**src/rtl/seq_pkg.sv**
```systemverilog
package seq_pkg;
  localparam int SLOT_W = 4;
  localparam int DLY_W  = 2;
  localparam int TMR_W  = 4;

  typedef enum logic [1:0] {
    SQ_IDLE = 2'd0,
    SQ_UP   = 2'd1,
    SQ_DOWN = 2'd2
  } seq_mode_t;

  // tick count for a wait code
  function automatic logic [TMR_W-1:0] dly_ticks(input logic [DLY_W-1:0] code);
    case (code)
      2'd0:    dly_ticks = TMR_W'(1);
      2'd1:    dly_ticks = TMR_W'(2);
      2'd2:    dly_ticks = TMR_W'(5);
      default: dly_ticks = TMR_W'(10);
    endcase
  endfunction

  // a slot code is under sequencer control only inside 1..nstb
  function automatic logic slot_valid(input logic [SLOT_W-1:0] code, input int unsigned nstb);
    slot_valid = (code != '0) && (32'(code) <= nstb);
  endfunction
endpackage

```
**src/rtl/seq_slot_decode.sv**
```systemverilog
module seq_slot_decode
  import seq_pkg::*;
#(
  parameter int NUM_RAILS   = 7,
  parameter int NUM_STROBES = 7
) (
  input  logic [NUM_RAILS*SLOT_W-1:0] rail_slot,
  input  logic [SLOT_W-1:0]           cur_strobe,
  output logic [NUM_RAILS-1:0]        ctrl_mask,
  output logic [NUM_RAILS-1:0]        hit_mask
);
  for (genvar r = 0; r < NUM_RAILS; r++) begin : g_rail
    logic [SLOT_W-1:0] code;
    assign code         = rail_slot[r*SLOT_W +: SLOT_W];
    assign ctrl_mask[r] = slot_valid(code, NUM_STROBES);
    assign hit_mask[r]  = ctrl_mask[r] && (code == cur_strobe);
  end
endmodule

```
**src/rtl/seq_delay_timer.sv**
```systemverilog
module seq_delay_timer
  import seq_pkg::*;
(
  input  logic             clk,
  input  logic             rst_n,
  input  logic             restart,
  input  logic             run,
  input  logic             ms_tick,
  input  logic [DLY_W-1:0] dly_code,
  output logic             expire
);
  logic [TMR_W-1:0] tick_cnt;
  logic [TMR_W-1:0] target;

  assign target = dly_ticks(dly_code);
  assign expire = run && ms_tick && (tick_cnt == target - TMR_W'(1));

  always_ff @(posedge clk or negedge rst_n) begin
    if (!rst_n)              tick_cnt <= '0;
    else if (restart)        tick_cnt <= '0;
    else if (run && ms_tick) tick_cnt <= tick_cnt + TMR_W'(1);
  end
endmodule

```
**src/rtl/seq_step_ctrl.sv**
```systemverilog
module seq_step_ctrl
  import seq_pkg::*;
#(
  parameter int NUM_STROBES = 7
) (
  input  logic              clk,
  input  logic              rst_n,
  input  logic              start_req,
  input  logic              stop_req,
  input  logic              expire,
  output seq_mode_t         mode,
  output logic [SLOT_W-1:0] cur_strobe,
  output logic              fire_on,
  output logic              fire_off,
  output logic              restart,
  output logic              done
);
  localparam logic [SLOT_W-1:0] LAST_STB  = SLOT_W'(NUM_STROBES);
  localparam logic [SLOT_W-1:0] FIRST_STB = SLOT_W'(1);

  logic start_acc, stop_acc;

  assign start_acc = (mode == SQ_IDLE) && start_req && !stop_req;
  assign stop_acc  = stop_req && (mode != SQ_DOWN);
  assign fire_on   = (mode == SQ_UP) && expire && !stop_req;
  assign fire_off  = (mode == SQ_DOWN) && expire;
  assign restart   = start_acc || stop_acc || fire_on || fire_off;

  always_ff @(posedge clk or negedge rst_n) begin
    if (!rst_n) begin
      mode       <= SQ_IDLE;
      cur_strobe <= FIRST_STB;
      done       <= 1'b0;
    end else begin
      done <= 1'b0;
      if (stop_acc) begin
        mode <= SQ_DOWN;
        if (mode == SQ_IDLE) cur_strobe <= LAST_STB;
      end else if (start_acc) begin
        mode       <= SQ_UP;
        cur_strobe <= FIRST_STB;
      end else if (fire_on) begin
        if (cur_strobe == LAST_STB) begin
          mode <= SQ_IDLE;
          done <= 1'b1;
        end else begin
          cur_strobe <= cur_strobe + SLOT_W'(1);
        end
      end else if (fire_off) begin
        if (cur_strobe == FIRST_STB) begin
          mode <= SQ_IDLE;
          done <= 1'b1;
        end else begin
          cur_strobe <= cur_strobe - SLOT_W'(1);
        end
      end
    end
  end
endmodule

```
**src/rtl/seq_rail_sequencer.sv**
```systemverilog
module seq_rail_sequencer
  import seq_pkg::*;
#(
  parameter int NUM_RAILS   = 7,
  parameter int NUM_STROBES = 7
) (
  input  logic                          clk,
  input  logic                          rst_n,
  input  logic                          ms_tick,
  input  logic                          start_req,
  input  logic                          stop_req,
  input  logic [NUM_RAILS*SLOT_W-1:0]   rail_slot,
  input  logic [NUM_STROBES*DLY_W-1:0]  strobe_dly,
  input  logic [NUM_RAILS-1:0]          sw_rail_en,
  output logic [NUM_RAILS-1:0]          rail_en,
  output logic                          seq_done
);
  seq_mode_t           mode;
  logic [SLOT_W-1:0]   cur_strobe;
  logic                fire_on, fire_off, restart, expire, run;
  logic [NUM_RAILS-1:0] ctrl_mask, hit_mask, seq_on;
  logic [DLY_W-1:0]    cur_dly;

  assign run = (mode != SQ_IDLE);

  // wait code of the pending strobe
  always_comb begin
    cur_dly = '0;
    for (int s = 0; s < NUM_STROBES; s++)
      if (cur_strobe == SLOT_W'(s + 1)) cur_dly = strobe_dly[s*DLY_W +: DLY_W];
  end

  seq_slot_decode #(.NUM_RAILS(NUM_RAILS), .NUM_STROBES(NUM_STROBES)) u_dec (
    .rail_slot (rail_slot),
    .cur_strobe(cur_strobe),
    .ctrl_mask (ctrl_mask),
    .hit_mask  (hit_mask)
  );

  seq_delay_timer u_tmr (
    .clk     (clk),
    .rst_n   (rst_n),
    .restart (restart),
    .run     (run),
    .ms_tick (ms_tick),
    .dly_code(cur_dly),
    .expire  (expire)
  );

  seq_step_ctrl #(.NUM_STROBES(NUM_STROBES)) u_ctl (
    .clk       (clk),
    .rst_n     (rst_n),
    .start_req (start_req),
    .stop_req  (stop_req),
    .expire    (expire),
    .mode      (mode),
    .cur_strobe(cur_strobe),
    .fire_on   (fire_on),
    .fire_off  (fire_off),
    .restart   (restart),
    .done      (seq_done)
  );

  // held rail state; an uncontrolled rail tracks software so a later
  // takeover starts from the level the rail already had
  always_ff @(posedge clk or negedge rst_n) begin
    if (!rst_n) begin
      seq_on <= '0;
    end else begin
      for (int r = 0; r < NUM_RAILS; r++) begin
        if (!ctrl_mask[r])                  seq_on[r] <= sw_rail_en[r];
        else if (fire_on  && hit_mask[r])   seq_on[r] <= 1'b1;
        else if (fire_off && hit_mask[r])   seq_on[r] <= 1'b0;
      end
    end
  end

  assign rail_en = (seq_on & ctrl_mask) | (sw_rail_en & ~ctrl_mask);
endmodule

```
**config.mk**
```make
export PLATFORM = sky130hd
export DESIGN_NAME = seq_rail_sequencer
export DESIGN_NICKNAME = d
export VERILOG_FILES = /design/src/rtl/seq_pkg.sv /design/src/rtl/seq_slot_decode.sv /design/src/rtl/seq_delay_timer.sv /design/src/rtl/seq_step_ctrl.sv /design/src/rtl/seq_rail_sequencer.sv
export SDC_FILE = /design/constraint.sdc
export NUM_CORES = 1
export LEC_CHECK = 0
export BUFFER_PORTS_ARGS = -buffer_cell sky130_fd_sc_hd__buf_2
export CAP_MARGIN = 10
export CORE_MARGIN = 5
export CORE_UTILIZATION = 45
export CTS_CLUSTER_DIAMETER = 40
export DETAILED_ROUTE_END_ITERATION = 10
export GPL_ROUTABILITY_DRIVEN = 0
export PLACE_DENSITY_LB_ADDON = 0.12
export SYNTH_ARGS = -nofsm -noshare
export SYNTH_HDL_FRONTEND = slang
export SYNTH_SLANG_ARGS = --single-unit
```
**constraint.sdc**
```tcl
create_clock -name clk -period 7.9 [get_ports clk]
set_input_delay 0.395 -clock clk [delete_from_list [all_inputs] [get_ports clk]]
set_output_delay 0.395 -clock clk [all_outputs]
set_load 0.05 [all_outputs]
```
* Yosys cells after proc, flatten, opt, wreduce, memory -nomap -nowiden
Index checks and enable logic that the tools add are counted. W data, S select, Z words.
Operators by class: eq/ne operators 31, magnitude comparators 7, reductions and logical operators 55, add/sub/neg operators 4, muxes and demuxes 50, bitwise operators 4
Operator list (number):
- $logic_and A1 B1 Y1 | 36
- $mux W4 | 9
- $reduce_bool A4 Y1 | 9
- $eq A4 B4 Y1 | 8
- $le A4 B3 Y1 const B | 7
- $mux W1 | 27
- $mux W2 | 13
- $ne A3 B1 Y1 const B | 7
- $eq A4 B3 Y1 const B | 4
- $and A7 B7 Y7 | 2
- $pmux W4 S3 | 1
- $add A4 B1 Y4 const B | 2
- $eq A4 B2 Y1 const B | 2
- $ne A4 B2 Y1 const B | 2
- $sub A4 B1 Y4 const B | 2
- $not A7 Y7 | 1
- $or A7 B7 Y7 | 1
- $eq A2 B1 Y1 const B | 2
- $eq A2 B2 Y1 const B | 2
- $eq A4 B1 Y1 const B | 1
- $logic_not A2 Y1 | 2
- $ne A2 B2 Y1 const B | 2
- $ne A4 B1 Y1 const B | 1
- $reduce_and A4 Y1 | 1
- 4 further kinds | 7
Word-level totals: register bits after elaboration 18, bits of input ports 54

* Logic depth before layout (Yosys ltp)
Gate-level depths: netlist of the first run.
depth after elaboration 18, mapped depth 12, mapped depth without buffers 10

* Cells and area by module
Synthesis of the first run repeated with hierarchy kept, for this count alone.
Unflattened totals: cell total of the unflattened synthesis 217, area, all modules 1789.2 µm²
By module, submodules not included:
- seq_rail_sequencer | area each 599.3 µm², cells each 74, times used 1, sequential area each 175.2 µm²
- seq_step_ctrl | area each 559.3 µm², cells each 64, times used 1, sequential area each 176.4 µm²
- seq_slot_decode | area each 399.1 µm², cells each 55, times used 1, sequential area each 0.0 µm²
- seq_delay_timer | area each 231.5 µm², cells each 24, times used 1, sequential area each 100.1 µm²

* Worst setup path after synthesis of the first run
OpenSTA, ideal clock, no wires.
kind register -> register, start point register u_ctl.cur_strobe[0], end point register u_ctl.cur_strobe[1], data arrival time 3.074 ns, cell stages (with the launch flop) 12, library setup time 0.082 ns, data required time 7.818 ns, buffers on the path 1, slack 4.744 ns, period minus slack after synthesis 3.156 ns, path through dfstp_2 > clkbuf_1 > inv_1 > ha_1 > a21oi_1 > o21ai_0 > a311o_2 > mux2_4 > nor3_4 > nor3_1 > or3b_1 > a31oi_1
Between the ends: cells in the longest elaborated chain, start to end 18
Ends and longest elaborated chain:
- from (decl) | RTL line seq_step_ctrl.sv:12 | output logic [SLOT_W-1:0] cur_strobe,
- from (signal assigned) | RTL line seq_step_ctrl.sv:47 | cur_strobe <= cur_strobe + SLOT_W'(1);
- from (signal assigned) | RTL line seq_step_ctrl.sv:54 | cur_strobe <= cur_strobe - SLOT_W'(1);
- $eq A4 B1 Y1 | RTL line seq_step_ctrl.sv:50, seq_rail_sequencer.sv:30
- $mux W2 (7 in a row) | RTL line seq_rail_sequencer.sv:30 | if (cur_strobe == SLOT_W'(s + 1)) cur_dly = strobe_dly[s*DLY_W +: DLY_W];
- $eq A2 B2 Y1, or another cell as far along | RTL line seq_pkg.sv:14 | case (code)
- $pmux W4 S3 | RTL line seq_pkg.sv:14
- $sub A4 B1 Y4 | RTL line seq_delay_timer.sv:16 | assign expire = run && ms_tick && (tick_cnt == target - TMR_W'(1));
- $eq A4 B4 Y1 | RTL line seq_delay_timer.sv:16
- $logic_and A1 B1 Y1 | RTL line seq_delay_timer.sv:16
- $logic_and A1 B1 Y1 (2 in a row) | RTL line seq_step_ctrl.sv:25 | assign fire_on = (mode == SQ_UP) && expire && !stop_req;
- $mux W4 | RTL line seq_step_ctrl.sv:42 | end else if (fire_on) begin
- $mux W4 | RTL line seq_step_ctrl.sv:39 | end else if (start_acc) begin
- $mux W4 | RTL line seq_step_ctrl.sv:36 | if (stop_acc) begin
Parallel ways exist; a longest one is shown, timed or not. The select of a mux whose other input is x is not followed. A chain may end at the register's enable or synchronous reset.

* Worst setup path after layout of the first run
start point register u_ctl.cur_strobe[0], end point register u_ctl.cur_strobe[2]
Same word-level chain as after synthesis.

==> results of run 1 <==
state kept, by name, indices dropped and copies added, names as in the netlist:
name and count:
seq_on 7, u_ctl.cur_strobe 4, u_tmr.tick_cnt 4, u_ctl.done 1, u_ctl.mode 2
layout by cell type (no fill, tap or decap), drive strengths merged, types with 6 or more instances in the layout:
| cell | netlist | layout |
|---|---|---|
| nor3 | 10 | 10 |
| inv | 8 | 8 |
| buf | 4 | 61 |
| o22a | 7 | 7 |
| o31a | 7 | 7 |
| ha | 6 | 6 |
| mux2 | 9 | 9 |
| nand2 | 14 | 14 |
| dfrtp | 17 | 17 |
| nor2 | 19 | 19 |
| xnor2 | 29 | 29 |
| o21ai | 15 | 15 |
| nand4 | 8 | 8 |
| a21oi | 10 | 10 |
power by group:
| part | internal, W | leakage, nW | switching, W |
|---|---|---|---|
| Sequential | 0.000119 | 0.217 | 0.0000641 |
| Clock | 0.0000443 | 0.0288 | 0.0000323 |
| Combinational | 0.000168 | 0.671 | 0.000198 |
| Total | 0.000332 | 0.917 | 0.000294 |
path summary, 6_finish.rpt:
path	slack (ns)	start	to
setup / recovery	4.39	u_ctl.cur_strobe[0]	u_ctl.cur_strobe[2]
hold / removal	0.06	rst_n	seq_on[1]
setup reg to reg	4.39	u_ctl.cur_strobe[0]	u_ctl.cur_strobe[2]
hold reg to reg	0.56	u_tmr.tick_cnt[1]	u_tmr.tick_cnt[1]
max in group asynchronous	7.50	rst_n	u_ctl.cur_strobe[0]
min in group clk	0.36	stop_req	u_ctl.mode[0]
metal layers:
layer  GRT usage [%]  share of wire [%]  up-vias
met4            3.69               0.79        0
met1            23.3                 45      800
met5               0                  0        -
met3            3.31                6.4        4
met2            28.3                 47       52
li1                -                  -      876
cell type report:
class	instances	area (sq um)	share of cell area (%)
clock buffer	4	55.1	2.55
inverter	8	30.0	1.39
multi-input combinational	175	1250	58.2
sequential	18	452	21.0
tap	48	60.1	2.79
timing repair buffer	61	305	14.2
per-stage QoR:
stage | utilization [%] | total power (W) | worst slack [ns] | std cells
after floorplan | - | 0.000470 | 4.74 | 209
after global routing | 57.6 | 0.000686 | 4.12 | 314
after CTS | 57.6 | 0.000630 | 4.35 | 314
final | 57.6 | 0.000626 | 4.39 | 314
after detailed placement | 56.1 | 0.000549 | 4.37 | 310
after global placement | 56.1 | 0.000547 | 4.42 | 310
critical path, stage by stage, from the launching register on:
cell and delay [ns]:
dfstp_2 0.73, inv_1 0.17, ha_1 0.32, a21oi_1 0.14, o21ai_0 0.09, a311o_2 0.43
mux2_4 0.32, nor3_4 0.48, nand2b_1 0.39, a21oi_1 0.13, a211oi_1 0.22
logic make-up (layout without fill, tap and decap cells):
| group | after synthesis | after routing | share of synthesized area, % |
|---|---|---|---|
| multiplexers | 9 | 9 | 5.93 |
| XOR/XNOR | 31 | 31 | 15.3 |
| AO/OA/AOI/OAI | 54 | 54 | 21.3 |
| buffers and inverters | 16 | 73 | 3.74 |
| flip-flops | 18 | 18 | 25.5 |
| adder cells (fa/ha/maj) | 6 | 6 | 4.24 |
| AND/OR/NAND/NOR | 75 | 75 | 23.9 |
==> flow_summary.toml, run 1 <==
[outcome]
outcome = "finished, final reports clean"

[finish]
antenna_cells = 0
fin_area_sq_um = 2160
area_growth_pct = 21.7
fin_nets = 327
fillers = 378
drive_gt1_share_pct = 32.0

[setup_path]
startpoint_type = "flop"
r2r_cells = 10
crit_path_end_kind = "flop"
cp.required_ns = 8.07
worstSetupPathType = "reg2reg"
crit_arrival_ns = 3.68
crit_fanout = 16

[floorplan]
fp.dieW_microns = 72.7
dieHeight_microns = 72.7
ioPinCount = 62
initial_core_util_pct = 47.3
core_sq_um = 3740
die_area_sq_um = 5290
rows = 22

[timing]
max_freq_mhz = 285
hold_ws_ns = 0.0646
setup_viol = 0
fin_tns_setup_ns = 0
finalMaxSlewViolations = 0
finalClockSkew_ns = 0.00224
final-hold-violation-count = 0
slew_headroom_pct = 49.9
rsz0062_at_grt = "no"
finalCriticalPeriod_ns = 3.51
post-route-period-util_pct = 44.5
worstMarginPinSlew_ns = 0.751

[synthesis]
synth_most_common_cell = "xnor2_1"
syn_nets = 269
seq_area_frac_synth_pct = 25.5
ys_ff_latch = 18
synth.avg_cell_area_sq_um = 8.48
synth_commonest_cells = "29 x xnor2_1, 19 x nor2_1, 17 x dfrtp_1"
synthesis.instances = 209
synth_top_area_share_pct = 24.0
ys_top_cells_by_area = "dfrtp_1 24%, xnor2_1 14%, mux2_2 5.1%, ha_1 4.2%, o21ai_0 4.2%"
synth_flop_cell = "dfrtp_1"
yosys.area.top_type = "dfrtp_1"
async_flop_share_pct = 100
syn-cell-area_sq_um = 1770
synth_edf_count = 0
yosysWarnings = 0
synth_cell_type_count = 46

[global_routing]
antenna_found_initial = 0
track_usage_pct = 17.2
overflow = 0
grt_pass1_wl_microns = 7380
grt_max_degree = 19
grt_pass1_vias = 1622

[clocking]
cts_resized = 0
cts-buffers-inserted = 3
path_clk_slew_ns = 0.07
cts_setup_buffers = 0
worstSkewPairLatency_ns = 0.26
root_buffer = "clkbuf_8"
cts-hold-fix-buffers = 0
clock_path_buffers = 2
h-tree-depth = 1
cts_tree = "built"
cts.sinks = 18

[hold_path]
hold_class = "in2async"

[placement]
dp_hpwl_microns = 3380
place_area_sq_um = 2100
io_buffers = 61

[detailed_routing]
wl_per_cell_microns = 14.1
vias_per_cell = 5.52
drt_first_pass_iters = 4
drt_wl_total_microns = 4430
final_antenna_net_count = 0
dr.first_iter.drc_count = 58
vias = 1732
drc = 0

[flow_run]
maxCapViolations = 0

[pwr]
vdd_ir_drop_max_mv = 0.147
p_per_area_nw_per_um2 = 290
p_leak_nw = 0.917
(Power assumes the default switching activity.)
==> inputs of run 2 (changes only) <==
==> constraint.sdc (replaced) <==
create_clock -name clk -period 3.2 [get_ports clk]
set_input_delay 0.16 -clock clk [delete_from_list [all_inputs] [get_ports clk]]
set_output_delay 0.16 -clock clk [all_outputs]
set_load 0.05 [all_outputs]
==> run 2 against run 1 <==
Against the previous run: cell count rose by 3.5%; count of clock-buffer cells in the layout did not move; combinational power rose to 3.1 times the previous value; global-route usage rose by 0.75 points; clock skew fell by 0.00050 ns; largest power group unchanged; clock power rose to 2.5 times the previous value; utilization rose by 2.4 points; setup slack got worse by 4.3 ns; sequential share of layout area fell by 0.85 points; maximum frequency rose by 15%.
==> flow_summary.toml, run 2 (same netlist as run 1, synthesis figures left out) <==
[timing]
worstMarginPinSlew_ns = 0.660
max_freq_mhz = 326
final-hold-violation-count = 0
post-route-period-util_pct = 95.8
finalClockSkew_ns = 0.00174
rsz0062_at_grt = "no"
fin_tns_setup_ns = 0
worst_slack_ns = 0.135
slew_headroom_pct = 55.8
finalMaxSlewViolations = 0
finalCriticalPeriod_ns = 3.06
setup_viol = 0

[global_routing]
overflow = 0
antenna_found_initial = 0
track_usage_pct = 17.9
grt_pass1_vias = 1734
grt_pass1_wl_microns = 7610
grt_max_degree = 19

[setup_path]
crit_arrival_ns = 3.19
crit_path_end_kind = "flop"
crit_fanout = 8
startpoint_type = "flop"
cp_slowest_stage_delay_ns = 0.56
worstPathCellList = "inv_1 > ha_1 > a21oi_1 > o21ai_0 > a311o_2 > mux2_4 > nor3_4 > buf_4 > o21ai_0 > a21oi_1 > a31oi_1"
cpMaxStageDelayCell = "dfstp_2"
cp.required_ns = 3.32
worstSetupPathType = "reg2reg"

[pwr]
p_leak_nw = 0.969
vdd_ir_drop_max_mv = 0.495
p_per_area_nw_per_um2 = 745
power_w = 0.00167

[detailed_routing]
drt_wl_total_microns = 4650
final_antenna_net_count = 0
wl_per_cell_microns = 14.3
vias = 1770
drc = 0
dr.first_iter.drc_count = 74
route.met2.wl_microns = 2340
drt_first_pass_iters = 4
wl_met1_microns = 1990
highest_layer = "met4"
vias_per_cell = 5.45
met3_length_microns = 252

[finish]
fillers = 384
finalNonFillerCells = 325
fin_nets = 338
regMostFlops = "seq_on"
area_growth_pct = 26.8
multiInputGateArea_sq_um = 1260
antenna_cells = 0
final_cell_mix = "61 x buf_2, 29 x xnor2_1, 19 x nor2_1, 17 x dfrtp_1, 15 x o21ai_0"
final_common_cell = "buf_2"
largest_reg_flops = 7
top_regs = "seq_on (7), u_ctl.cur_strobe (4), u_tmr.tick_cnt (4)"
regArea_sq_um = 452
drive_gt1_share_pct = 34.7

[clocking]
worstSkewPairLatency_ns = 0.26
clock_path_buffers = 2
path_clk_slew_ns = 0.07
root_buffer = "clkbuf_8"
cts-buffers-inserted = 3
cts_tree = "built"
h-tree-depth = 1
cts.sinks = 18

[hold_path]
hold_class = "in2reg"

[placement]
post-place-ws_ns = 0.162
dp_cells = 318
io_buffers = 61
dp_hpwl_microns = 3690

[flow_run]
maxCapViolations = 0

[floorplan]
core_sq_um = 3740
die_area_sq_um = 5290
rows = 22
fp.dieW_microns = 72.7
initial_core_util_pct = 47.3
ioPinCount = 62
dieHeight_microns = 72.7

[outcome]
outcome = "finished, final reports clean"
-- run 2: changes by cell type in the layout (fill, tap and decap cells not counted), sizes merged --
cell	before	now
buf	61	71
dlygate4sd3	0	1
-- run 2: worst paths after layout --
| kind | start | endpoint | slack [ns] | cells past startpoint |
|---|---|---|---|---|
| hold / removal | stop_req | u_ctl.mode[0] | 0.13 | 2 |
| hold reg to reg | u_tmr.tick_cnt[1] | u_tmr.tick_cnt[1] | 0.57 | 2 |
| setup reg to reg | u_ctl.cur_strobe[0] | u_ctl.cur_strobe[1] | 0.14 | 11 |
| setup / recovery | u_ctl.cur_strobe[0] | u_ctl.cur_strobe[1] | 0.14 | 11 |
| min in group asynchronous | rst_n | u_ctl.done | 0.37 | 2 |
| max in group asynchronous | rst_n | u_ctl.cur_strobe[0] | 2.49 | 2 |
-- run 2: report_power, final --
group / switching (W) / internal (W) / leakage, nW
combinational: 0.000607 / 0.000508 / 0.723
clock: 0.0000833 / 0.000110 / 0.0288
sequential: 0.0000700 / 0.000296 / 0.217
total: 0.000761 / 0.000913 / 0.969
-- run 2: per-layer routing --
layer | global-route usage, % | vias to the layer above
li1 | - | 902
met1 | 23.1 | 819
met2 | 29.8 | 42
met3 | 3.86 | 7
met4 | 5.74 | 0
met5 | 0 | -
-- run 2: through the flow --
step	utilization [%]	instance area (sq um)	hold WS, ns
2_1_floorplan	-	1770	-0.136
3_3_place_gp	57.7	2160	0.129
3_5_place_dp	57.7	2160	0.130
4_1_cts	59.5	2230	0.123
5_1_grt	60.0	2250	0.138
6_report	60.0	2250	0.130
-- run 2: final cells by class --
type	count	share of cell area, %
repair buffers	72	17.4
clock buffers	4	2.45
flip-flops and latches	18	20.1
multi-input cells	175	56.1
inverters	8	1.34
well taps	48	2.67
-- run 2: critical path, delay by kind of cell, from the launching register on --
family,cells,cell delay [ns]
fa+ha+maj,1,0.31
compound gates,6,1.15
buf+inv,2,0.31
simple gates,1,0.28
flops,1,0.56
mux,1,0.32
-- run 2: repair_timing --
action	in CTS	in global routing
setup endpoints to repair	0	4
gates resized for setup	0	2
buffers inserted	0	2
hold buffers	1	0
endpoints found under the hold margin	17	0
==> inputs of run 3 (changes only) <==
--- a/config.mk
+++ b/config.mk
@@ -7,6 +7,7 @@
 export LEC_CHECK = 0
 export BUFFER_PORTS_ARGS = -buffer_cell sky130_fd_sc_hd__buf_2
 export CAP_MARGIN = 10
+export CORE_ASPECT_RATIO = 1.5
 export CORE_MARGIN = 5
 export CORE_UTILIZATION = 45
 export CTS_CLUSTER_DIAMETER = 40
==> run 3 against run 2 <==
Against the previous run: global-route usage barely moved; total power decreased by 2.2%; first-iteration DRC count shrank 28%.
==> flow_summary.toml, run 3 (same netlist as run 1, synthesis figures left out) <==
[pwr]
p_leak_nw = 0.955
pwr-share-comb_pct = 65.8
seqPwrFrac_pct = 22.2
power_w = 0.00164
vdd_ir_drop_max_mv = 0.494
p_sw_w = 0.000757
p_clk_share_pct = 11.9
p_per_area_nw_per_um2 = 737
p_int_w = 0.000880
power_switching_share_pct = 46.3

[clocking]
cts-buffers-inserted = 3
cts_tree = "built"
worstSkewPairLatency_ns = 0.26
path_clk_slew_ns = 0.08
clock_path_buffers = 2
cts.sinks = 18
root_buffer = "clkbuf_8"
cts_setup_buffers = 0
h-tree-depth = 1

[floorplan]
die_area_sq_um = 5320
dieHeight_microns = 86.9
rows = 28
initial_core_util_pct = 45.6
fp.dieW_microns = 61.2
ioPinCount = 62
core_sq_um = 3890

[global_routing]
grt_pass1_vias = 1762
antenna_found_initial = 0
overflow = 0
grt_max_degree = 19
grt_pass1_wl_microns = 7380
track_usage_pct = 17.9

[timing]
finalClockSkew_ns = 0.00716
fin_tns_setup_ns = 0
slew_headroom_pct = 56.6
setup_viol = 0
rsz0062_at_grt = "no"
worstMarginPinSlew_ns = 0.648
post-route-period-util_pct = 95.6
max_freq_mhz = 327
worst_slack_ns = 0.141
finalMaxSlewViolations = 0
finalCriticalPeriod_ns = 3.06
final-hold-violation-count = 0

[hold_path]
hold_class = "in2reg"
worstHoldPathCells = 2

[finish]
final_common_cell = "buf_2"
top_regs = "seq_on (7), u_ctl.cur_strobe (4), u_tmr.tick_cnt (4)"
drive_gt1_share_pct = 33.9
regMostFlops = "seq_on"
fin_nets = 335
antenna_cells = 0
finalNonFillerCells = 319
final_cell_mix = "61 x buf_2, 29 x xnor2_1, 19 x nor2_1, 17 x dfrtp_1, 15 x o21ai_0"
largest_reg_flops = 7
fillers = 405
area_growth_pct = 25.4

[setup_path]
crit_arrival_ns = 3.22
startpoint_type = "flop"
cp_slowest_stage_delay_ns = 0.59
cp.required_ns = 3.36
crit_path_end_kind = "flop"
worstPathCellList = "inv_1 > ha_1 > a21oi_1 > o21ai_0 > a311o_2 > mux2_4 > nor3_4 > nand2b_1 > o21ai_0 > o22a_1"
worst-path-stages = 10
r2r_cells = 10
crit_buf_inv = 1
cpMaxStageDelayCell = "dfstp_2"
crit_fanout = 8
worstSetupPathType = "reg2reg"
cpMostUsedCell = "o21ai_0"
cp_top_family = "compound AO/OA/AOI/OAI gates"

[detailed_routing]
wl_per_cell_microns = 14.6
dr.first_iter.drc_count = 53
drt_wl_total_microns = 4660
vias = 1773
drt_first_pass_iters = 4
final_antenna_net_count = 0
drc = 0
vias_per_cell = 5.56

[placement]
dp_hpwl_microns = 3660
io_buffers = 61
post-place-ws_ns = 0.161
dp_cells = 314

[flow_run]
maxCapViolations = 0

[outcome]
outcome = "finished, final reports clean"
[run 3: cell types whose count changed in the layout (fill, tap and decap cells not counted)]
| cell | change |
|---|---|
| buf_4 | -3 |
[run 3: layout make-up]
cell class / count / area, sq um / share of cell area [%]
clock buffer: 4 / 55.1 / 2.48
inverter: 8 / 30.0 / 1.35
multi-input combinational: 175 / 1260 / 56.7
sequential: 18 / 452 / 20.3
tap: 45 / 56.3 / 2.54
timing repair buffer: 69 / 368 / 16.6
[run 3: final timing paths]
| path | endpoint | slack, ns | startpoint |
|---|---|---|---|
| max in group asynchronous | u_ctl.cur_strobe[0] | 2.49 | rst_n |
| max | seq_on[4] | 0.14 | u_ctl.cur_strobe[0] |
| min in group asynchronous | seq_on[4] | 0.37 | rst_n |
| min | u_ctl.mode[0] | 0.12 | stop_req |
| max reg2reg | seq_on[4] | 0.14 | u_ctl.cur_strobe[0] |
| min reg2reg | u_tmr.tick_cnt[1] | 0.57 | u_tmr.tick_cnt[1] |
[run 3: power groups by stage]
| stage | logic [W] | clock network [W] | registers [W] |
|---|---|---|---|
| floorplan | 0.000813 | 0 | 0.000347 |
| global placement | 0.00106 | 0 | 0.000365 |
| global route | 0.00120 | 0.000211 | 0.000377 |
| detailed placement | 0.00106 | 0 | 0.000369 |
| finish | 0.00108 | 0.000195 | 0.000364 |
| CTS | 0.00107 | 0.000200 | 0.000364 |
[run 3: worst register-to-register path, stage by stage, from the launching register on]
cell and delay, ns:
dfstp_2 0.59, inv_1 0.12, ha_1 0.31, a21oi_1 0.14, o21ai_0 0.09, a311o_2 0.43, mux2_4 0.32, nor3_4 0.24
nand2b_1 0.37, o21ai_0 0.17, o22a_1 0.17
[run 3: per-layer routing]
layer / part of all wire, % / routed length [microns] / vias up / global-route usage (%)
met2: 53 / 2490 / 51 / 33.3
met3: 5.5 / 257 / 5 / 2.37
met4: 1.1 / 53 / 0 / 5.33
met1: 40 / 1860 / 822 / 20.1
li1: - / - / 895 / -
met5: 0 / 0 / - / 0
[run 3: per-stage QoR]
step	util, %	hold slack, ns	area, sq um
floorplan	-	-0.136	1770
CTS	56.9	0.125	2210
detailed placement	55.3	0.129	2150
global placement	55.3	0.130	2150
global route	57.1	0.142	2220
finish	57.1	0.125	2220
[run 3: timing repair]
action | CTS | global route
endpoints found under the hold margin | 17 | 0
gates resized for setup | 0 | 2
setup endpoints to repair | 0 | 3
hold buffers | 1 | 0
